[src/rtl/trap_status_pkg.sv]
package trap_status_pkg;

  localparam int SetFieldW = 3;
  localparam int MaxSets   = 8;

  typedef struct packed {
    logic                 nmi;
    logic [SetFieldW-1:0] prevSet;
    logic [SetFieldW-1:0] curSet;
    logic                 user;
    logic                 intEn;
  } statusT;

  typedef struct packed {
    logic                 doEnter;
    logic                 toShadow;
    logic [SetFieldW-1:0] tgtSet;
    logic                 setNmi;
    logic                 doReturn;
    logic                 doWrite;
    logic                 wrIntEn;
    logic                 wrUser;
  } ctrlStrobesT;

endpackage

[src/rtl/trap_status_ctrl.sv]
module trap_status_ctrl
  import trap_status_pkg::*;
#(
  parameter int NUM_SHADOW = 3
) (
  input  logic                 enterReq,
  input  logic                 enterNmi,
  input  logic [SetFieldW-1:0] enterSet,
  input  logic                 retStrobe,
  input  logic                 wrEn,
  input  logic                 wrIntEn,
  input  logic                 wrUser,
  output ctrlStrobesT          strobes
);

  logic setInRange;

  // A target beyond the configured shadow sets discards the entry.
  always_comb begin
    setInRange = (int'(enterSet) <= NUM_SHADOW);
  end

  // Priority: entry request, then return, then direct write.
  always_comb begin
    strobes          = '0;
    strobes.doEnter  = enterReq & setInRange;
    strobes.toShadow = (enterSet != '0);
    strobes.tgtSet   = enterSet;
    strobes.setNmi   = enterNmi;
    strobes.doReturn = retStrobe & ~enterReq;
    strobes.doWrite  = wrEn & ~enterReq & ~retStrobe;
    strobes.wrIntEn  = wrIntEn;
    strobes.wrUser   = wrUser;
  end

endmodule

[src/rtl/trap_status_dp.sv]
module trap_status_dp
  import trap_status_pkg::*;
#(
  parameter int NUM_SHADOW = 3,
  parameter int PC_W       = 32
) (
  input  logic            clk,
  input  logic            rstN,
  input  ctrlStrobesT     strobes,
  input  logic [PC_W-1:0] enterPc,
  output statusT          statusQ,
  output logic            redirectValidQ,
  output logic [PC_W-1:0] redirectPcQ
);

  localparam int NumSets = NUM_SHADOW + 1;

  statusT          statusD;
  statusT          primarySaved;
  statusT          shadowSaved [MaxSets];
  logic [PC_W-1:0] excAddr     [MaxSets];
  statusT          retSrc;

  // Return source is picked by the current set field before the return.
  always_comb begin
    retSrc = (statusQ.curSet == '0) ? primarySaved : shadowSaved[statusQ.curSet];
  end

  always_comb begin
    statusD = statusQ;
    if (strobes.doEnter) begin
      statusD.intEn = 1'b0;
      statusD.user  = 1'b0;
      statusD.nmi   = statusQ.nmi | strobes.setNmi;
      if (strobes.toShadow) begin
        statusD.prevSet = statusQ.curSet;
        statusD.curSet  = strobes.tgtSet;
      end
    end else if (strobes.doReturn) begin
      statusD     = retSrc;
      statusD.nmi = retSrc.nmi & statusQ.nmi;
    end else if (strobes.doWrite) begin
      statusD.intEn = strobes.wrIntEn;
      statusD.user  = strobes.wrUser;
    end
  end

  always_ff @(posedge clk) begin
    if (!rstN) begin
      statusQ      <= '0;
      primarySaved <= '0;
    end else begin
      statusQ <= statusD;
      if (strobes.doEnter && !strobes.toShadow) begin
        primarySaved <= statusQ;
      end
    end
  end

  // Per-set storage: an address register for every set, a shadow copy for sets 1..N.
  for (genvar g = 0; g < MaxSets; g++) begin : g_set
    if (g < NumSets) begin : g_live
      always_ff @(posedge clk) begin
        if (!rstN) begin
          excAddr[g] <= '0;
        end else if (strobes.doEnter && strobes.tgtSet == SetFieldW'(g)) begin
          excAddr[g] <= enterPc;
        end
      end
      if (g > 0) begin : g_shadow
        always_ff @(posedge clk) begin
          if (!rstN) begin
            shadowSaved[g] <= '0;
          end else if (strobes.doEnter && strobes.tgtSet == SetFieldW'(g)) begin
            shadowSaved[g] <= statusQ;
          end
        end
      end else begin : g_noShadow
        assign shadowSaved[g] = '0;
      end
    end else begin : g_absent
      assign excAddr[g]     = '0;
      assign shadowSaved[g] = '0;
    end
  end

  // Resume address of the set active before the return, valid for one cycle.
  always_ff @(posedge clk) begin
    if (!rstN) begin
      redirectValidQ <= 1'b0;
      redirectPcQ    <= '0;
    end else begin
      redirectValidQ <= strobes.doReturn;
      if (strobes.doReturn) begin
        redirectPcQ <= excAddr[statusQ.curSet];
      end
    end
  end

  a_r8_return_never_sets_nmi: assert property (@(posedge clk) disable iff (!rstN)
    (strobes.doReturn && !statusQ.nmi) |=> !statusQ.nmi);

  a_r4_nmi_entry_sets_nmi: assert property (@(posedge clk) disable iff (!rstN)
    (strobes.doEnter && strobes.setNmi) |=> statusQ.nmi);

  a_r2_entry_clears_pie_user: assert property (@(posedge clk) disable iff (!rstN)
    strobes.doEnter |=> (!statusQ.intEn && !statusQ.user));

  a_r3_shadow_entry_switches_set: assert property (@(posedge clk) disable iff (!rstN)
    (strobes.doEnter && strobes.toShadow) |=>
      (statusQ.curSet == $past(strobes.tgtSet) && statusQ.prevSet == $past(statusQ.curSet)));

  a_r10_set_in_range: assert property (@(posedge clk) disable iff (!rstN)
    int'(statusQ.curSet) <= NUM_SHADOW);

endmodule

[src/rtl/trap_status_unit.sv]
module trap_status_unit
  import trap_status_pkg::*;
#(
  parameter int NUM_SHADOW = 3,
  parameter int PC_W       = 32
) (
  input  logic            clk,
  input  logic            rstN,
  input  logic            enterReq,
  input  logic [PC_W-1:0] enterPc,
  input  logic            enterNmi,
  input  logic [2:0]      enterSet,
  input  logic            retStrobe,
  input  logic            wrEn,
  input  logic            wrIntEn,
  input  logic            wrUser,
  output logic            intEn,
  output logic            userMode,
  output logic [2:0]      curSet,
  output logic [2:0]      prevSet,
  output logic            nmiMode,
  output logic            redirectValid,
  output logic [PC_W-1:0] redirectPc
);

  ctrlStrobesT strobes;
  statusT      statusQ;

  trap_status_ctrl #(.NUM_SHADOW(NUM_SHADOW)) i_ctrl (
    .enterReq (enterReq),
    .enterNmi (enterNmi),
    .enterSet (enterSet),
    .retStrobe(retStrobe),
    .wrEn     (wrEn),
    .wrIntEn  (wrIntEn),
    .wrUser   (wrUser),
    .strobes  (strobes)
  );

  trap_status_dp #(.NUM_SHADOW(NUM_SHADOW), .PC_W(PC_W)) i_dp (
    .clk           (clk),
    .rstN          (rstN),
    .strobes       (strobes),
    .enterPc       (enterPc),
    .statusQ       (statusQ),
    .redirectValidQ(redirectValid),
    .redirectPcQ   (redirectPc)
  );

  assign intEn    = statusQ.intEn;
  assign userMode = statusQ.user;
  assign curSet   = statusQ.curSet;
  assign prevSet  = statusQ.prevSet;
  assign nmiMode  = statusQ.nmi;

  a_r9_entry_beats_return: assert property (@(posedge clk) disable iff (!rstN)
    (enterReq && retStrobe) |=> !redirectValid);

  a_r10_bad_target_no_effect: assert property (@(posedge clk) disable iff (!rstN)
    (enterReq && int'(enterSet) > NUM_SHADOW) |=>
      ($stable(curSet) && $stable(prevSet) && $stable(nmiMode) && $stable(intEn) && $stable(userMode)));

  a_r7_redirect_needs_return: assert property (@(posedge clk) disable iff (!rstN)
    !retStrobe |=> !redirectValid);

endmodule

[config.mk]
export PLATFORM = sky130hd
export DESIGN_NAME = trap_status_unit
export DESIGN_NICKNAME = d
export VERILOG_FILES = /design/src/rtl/trap_status_pkg.sv /design/src/rtl/trap_status_ctrl.sv /design/src/rtl/trap_status_dp.sv /design/src/rtl/trap_status_unit.sv
export SDC_FILE = /design/constraint.sdc
export NUM_CORES = 1
export LEC_CHECK = 0
export ABC_AREA = 0
export BUFFER_PORTS_ARGS = -buffer_cell sky130_fd_sc_hd__buf_2
export CORE_UTILIZATION = 45
export DETAILED_ROUTE_END_ITERATION = 8
export PLACE_DENSITY_LB_ADDON = 0.12
export SETUP_SLACK_MARGIN = 0.1
export SYNTH_ARGS = -nofsm -noshare
export SYNTH_HDL_FRONTEND = slang
export SYNTH_HIERARCHICAL = 1
export SYNTH_SLANG_ARGS = --single-unit
export TNS_END_PERCENT = 5
[constraint.sdc]
create_clock -name clk -period 1.7 [get_ports clk]
set_input_delay 0.255 -clock clk [delete_from_list [all_inputs] [get_ports clk]]
set_output_delay 0.255 -clock clk [all_outputs]
set_load 0.02 [all_outputs]
Word-level counts from Yosys, hierarchy flattened. Cells that the tools add are included.

Bits of input ports: 43. Logic and storage cells: 72. Output and inout bits: 42. Register bits after elaboration: 206.

Reduce and logical (&&, ||, !) cells: 13. $lt $le $gt $ge: 2. Muxes and demuxes: 12. Equality and inequality tests: 4. Bitwise operators: 10.

Operators by type and width (number): $bmux 32 s3 (1); $mux 32 (2); $mux 9 (4); $bmux 9 s3 (1); $mux 7 (1); $eq 3x2->1 const B (2); $logic_not 3->1 (2); $mux 6 (1); $and 1x1->1 (5); $logic_and 1x1->1 (5); $ge 4x4->1 const B (1); $mux 2 (2); $not 3->4 (1); $reduce_bool 2->1 (2); $eq 3x1->1 const B (1); $le 3x2->1 const B (1); $not 1->1 (3); $reduce_bool 3->1 (1); $ne 2x2->1 const B (1); $reduce_and 2->1 (1); $reduce_or 2->1 (1); $logic_not 1->1 (1); $or 1x1->1 (1).

Longest topological paths before layout.
Word-level depth: 8. Mapped depth: 7. Depth with buffers taken out: 4.

Cells and area by module. The synthesis kept the hierarchy.

Modules (own cells, without submodules): trap_status_dp (sequential area each 4124.0 um^2, times used 1, area each 8358.0 um^2, cells each 930); trap_status_ctrl (sequential area each 0.0 um^2, times used 1, area each 71.3 um^2, cells each 10).

Least setup slack after synthesis. Ideal clock, no wire load.

Kind: register -> register. From: reg, netlist name i_dp/statusQ[3]. To: reg i_dp.redirectPcQ[12]. Path buffers: 1. Path slack: 0.053 ns. Data required time: 1.583 ns. Clock period less this slack: 1.647 ns. Library setup time: 0.117 ns. Cell stages (with the launch flop): 4. Arrival: 1.530 ns. Cells stage by stage: dfxtp_1 buf_2 mux4_2 a22o_1.

Longest elaborated chain between the ends: 4.

RTL lines: $not 3->4 (implied by the code) (RTL line trap_status_dp.sv:95) `redirectPcQ <= excAddr[statusQ.curSet];`; $bmux 32 s3 (RTL line trap_status_dp.sv:95); $mux 32 (implied by the code) (2 in a row) (RTL line trap_status_dp.sv:95); end signal, assigned (RTL line trap_status_dp.sv:95); end, declared (RTL line trap_status_dp.sv:13) `output logic [PC_W-1:0] redirectPcQ`.

Every way passes these cells. The select of a mux whose other input is x is not followed. A chain may end at the register's enable or synchronous reset.

Final worst setup path.
From: reg, netlist name i_dp/statusQ[3]. To: out curSet[1].

RTL lines: end, declared (RTL line trap_status_unit.sv:19) `output logic [2:0] curSet,`.

No word-level cell between the ends.

==> results.ini <==
[run_status]
status = finished with violations
violations = DRC

[sta]
setup_tns_ns = 0
fmax_ghz = 0.641
slew_viol_final = 0
rsz0062_at_grt = true
fin_worst_skew_ns = 0.0162
setup_viol = 0
timing.final.crit_share = 0.917
hold_ws_ns = 0.0319
relSlewSlack = 0.687
hold_viol = 0
tightest_slew_ns = 0.466
fin_ws_ns = 0.141
period_needed_ns = 1.56

[power_and_ir_drop]
p_leak_nw = 3.54
vdd_ir_drop_max_uv = 801
p_total_mw = 10.1
powerDensity_nw_per_um2 = 1010

[worst_hold_path]
hp-class = in -> reg
holdPathStages = 3

[placement]
hpwlAfterDp_um = 13000
pre_cts_slack_ns = 0.00145
place_inst = 1213
place.gp.congestion = 0.751
placed_area_um2 = 9260
port_buffers = 84

[setup_path]
cp_num_buf_inv = 2
path_class = reg -> out
path_cells = buf_12 > buf_2
slowest_stage = dfxtp_4
critPathCaptureType = output pin
path_depth = 2
r2r_cells = 5
cp_slowest_stage_delay_ns = 0.44
crit_family = flip-flops
path_max_fanout = 12
arrival_ns = 1.30
worstPathRequired_ns = 1.44
startpoint_type = register

[synthesis]
yosysWarnings = 6
post_synth_main_area_contributors = dfxtp_1, nand2_1, mux4_2, a21oi_1, a22o_1
synth_ff_type = dfxtp_1
synth.top_cell.area_share = 0.489
synth_cells = 940
synth_top_area_cell = dfxtp_1
netlist_area_um2 = 8430
ys_types = 45
yosysSeqAreaShare = 0.489
syn_avg_cell_area_um2 = 8.97
synthArstFlopShare = 0
synth_edf_count = 0
ys_seq_elements = 206
syn-num-nets = 983

[die]
ios = 85
initial_core_util = 0.464
fp.dieW_um = 139
core_area_um2 = 18100
die_h_um = 139
rows = 49
die_area_um2 = 19300

[final_layout]
drive_above_1_share = 0.210
multi_input_area_um2 = 3850
final_cell_mix = nand2_1, dfxtp_1, a21oi_1
fill_cells = 1688
nets = 1052
stdcell_count = 1252
final_util = 0.549
area_delta_synth_final_pct = 18.1
finalInstanceArea_um2 = 9960
seq_area_um2 = 4130
final_common_cell = nand2_1

[clocking]
numClockSinks = 206
cts.path.max_buffers = 3
clk_pin_slew_ns = 0.06
clockRootBuffer = clkbuf_16
cts_inserted_buffers = 23
clk_latency_ns = 0.50
cts_tree = built
holdBufCountCts = 0
htreeDepth = 1

[drt]
antenna_left = 0
drt_iter0_drc = 404
routed_wirelength_um = 21300
route.detailed.drc = 10
vias = 6710
wire_per_inst_um = 17.0
via_per_inst = 5.36
firstDrtPassIters = 7

[global_route]
grt_max_degree = 76
grt_pass1_vias = 6465
antenna_found_initial = 1
grt_pass1_wl_um = 34700
grt-ovfl-total = 0
grtUsageTotal = 0.222

[run]
timing.max_cap.violations = 0

-- what timing repair did --
action | in CTS | in global routing
gates resized for setup | 3 | 2
gates cloned | 0 | 0
setup endpoints to repair | 3 | 2
setup buffers | 0 | 0
-- where the power goes --
part	switching [mW]	total, mW	internal [mW]
combinational	0.382	0.642	0.260
sequential	0.0435	4.92	4.88
clock	1.88	4.53	2.65
-- registers in the layout (all words and copies together), names as in the netlist --
register / flops
i_dp/redirectValidQ: 1
i_dp/shadowSaved: 27
i_dp/statusQ: 9
i_dp/excAddr: 128
i_dp/primarySaved: 9
i_dp/redirectPcQ: 32
-- worst paths after layout --
path	startpoint	endpoint	slack, ns
setup / recovery	i_dp/statusQ[3]	curSet[1]	0.14
hold / removal	enterPc[17]	i_dp/excAddr[177]	0.03
hold reg to reg	i_dp/excAddr[240]	i_dp/excAddr[240]	0.45
setup reg to reg	i_dp/statusQ[3]	i_dp/statusQ[4]	0.18
-- synth_stat cells (2+ instances only) --
master     count
a21boi_1      20
a21oi_1      143
o221ai_1       2
nor4b_1        3
a211o_1        6
clkbuf_1      35
nor3_1         2
clkbuf_2       2
mux2_2         4
nor4bb_1       2
buf_4         17
nand3_1        4
mux4_2        34
nand2_1      329
nand4bb_1      2
a21boi_0      15
and4_1         3
inv_1          2
a22o_1        32
nor2b_1        4
dfxtp_1      206
o22ai_1        3
buf_2         31
mux2i_1        7
o211ai_1       3
buf_6          5
o21ai_0        3
nor2_1         4
-- area by class of cell --
type                            instances  area share
Timing Repair Buffer                  134      0.0995
Clock buffer                           33      0.0656
Sequential cell                       206       0.415
Clock inverter                          5     0.00289
Inverter                                3     0.00138
Tap cell                              229      0.0288
Antenna cell                            1    0.000251
Multi-Input combinational cell        641       0.386
-- worst reg2reg max path, delay by kind of cell (launching register included) --
| kind | cells | cell delay (ns) |
|---|---|---|
| simple gates | 1 | 0.40 |
| compound gates | 2 | 0.26 |
| flops | 1 | 0.44 |
| buf+inv | 2 | 0.33 |
-- layer usage --
layer  part of all wire  vias to the layer above  global-route usage
li1                   -                     3348                   -
met1               0.47                     3221               0.305
met2               0.48                      114               0.375
met3              0.035                       27              0.0266
met4              0.015                        0              0.0468
met5                  0                        -                   0
-- cell families after synthesis --
family          share of synthesized area
mux                                 0.104
simple gates                        0.180
flops                               0.489
buf+inv                            0.0583
compound gates                      0.168
Power figures use the tool's default switching activity.
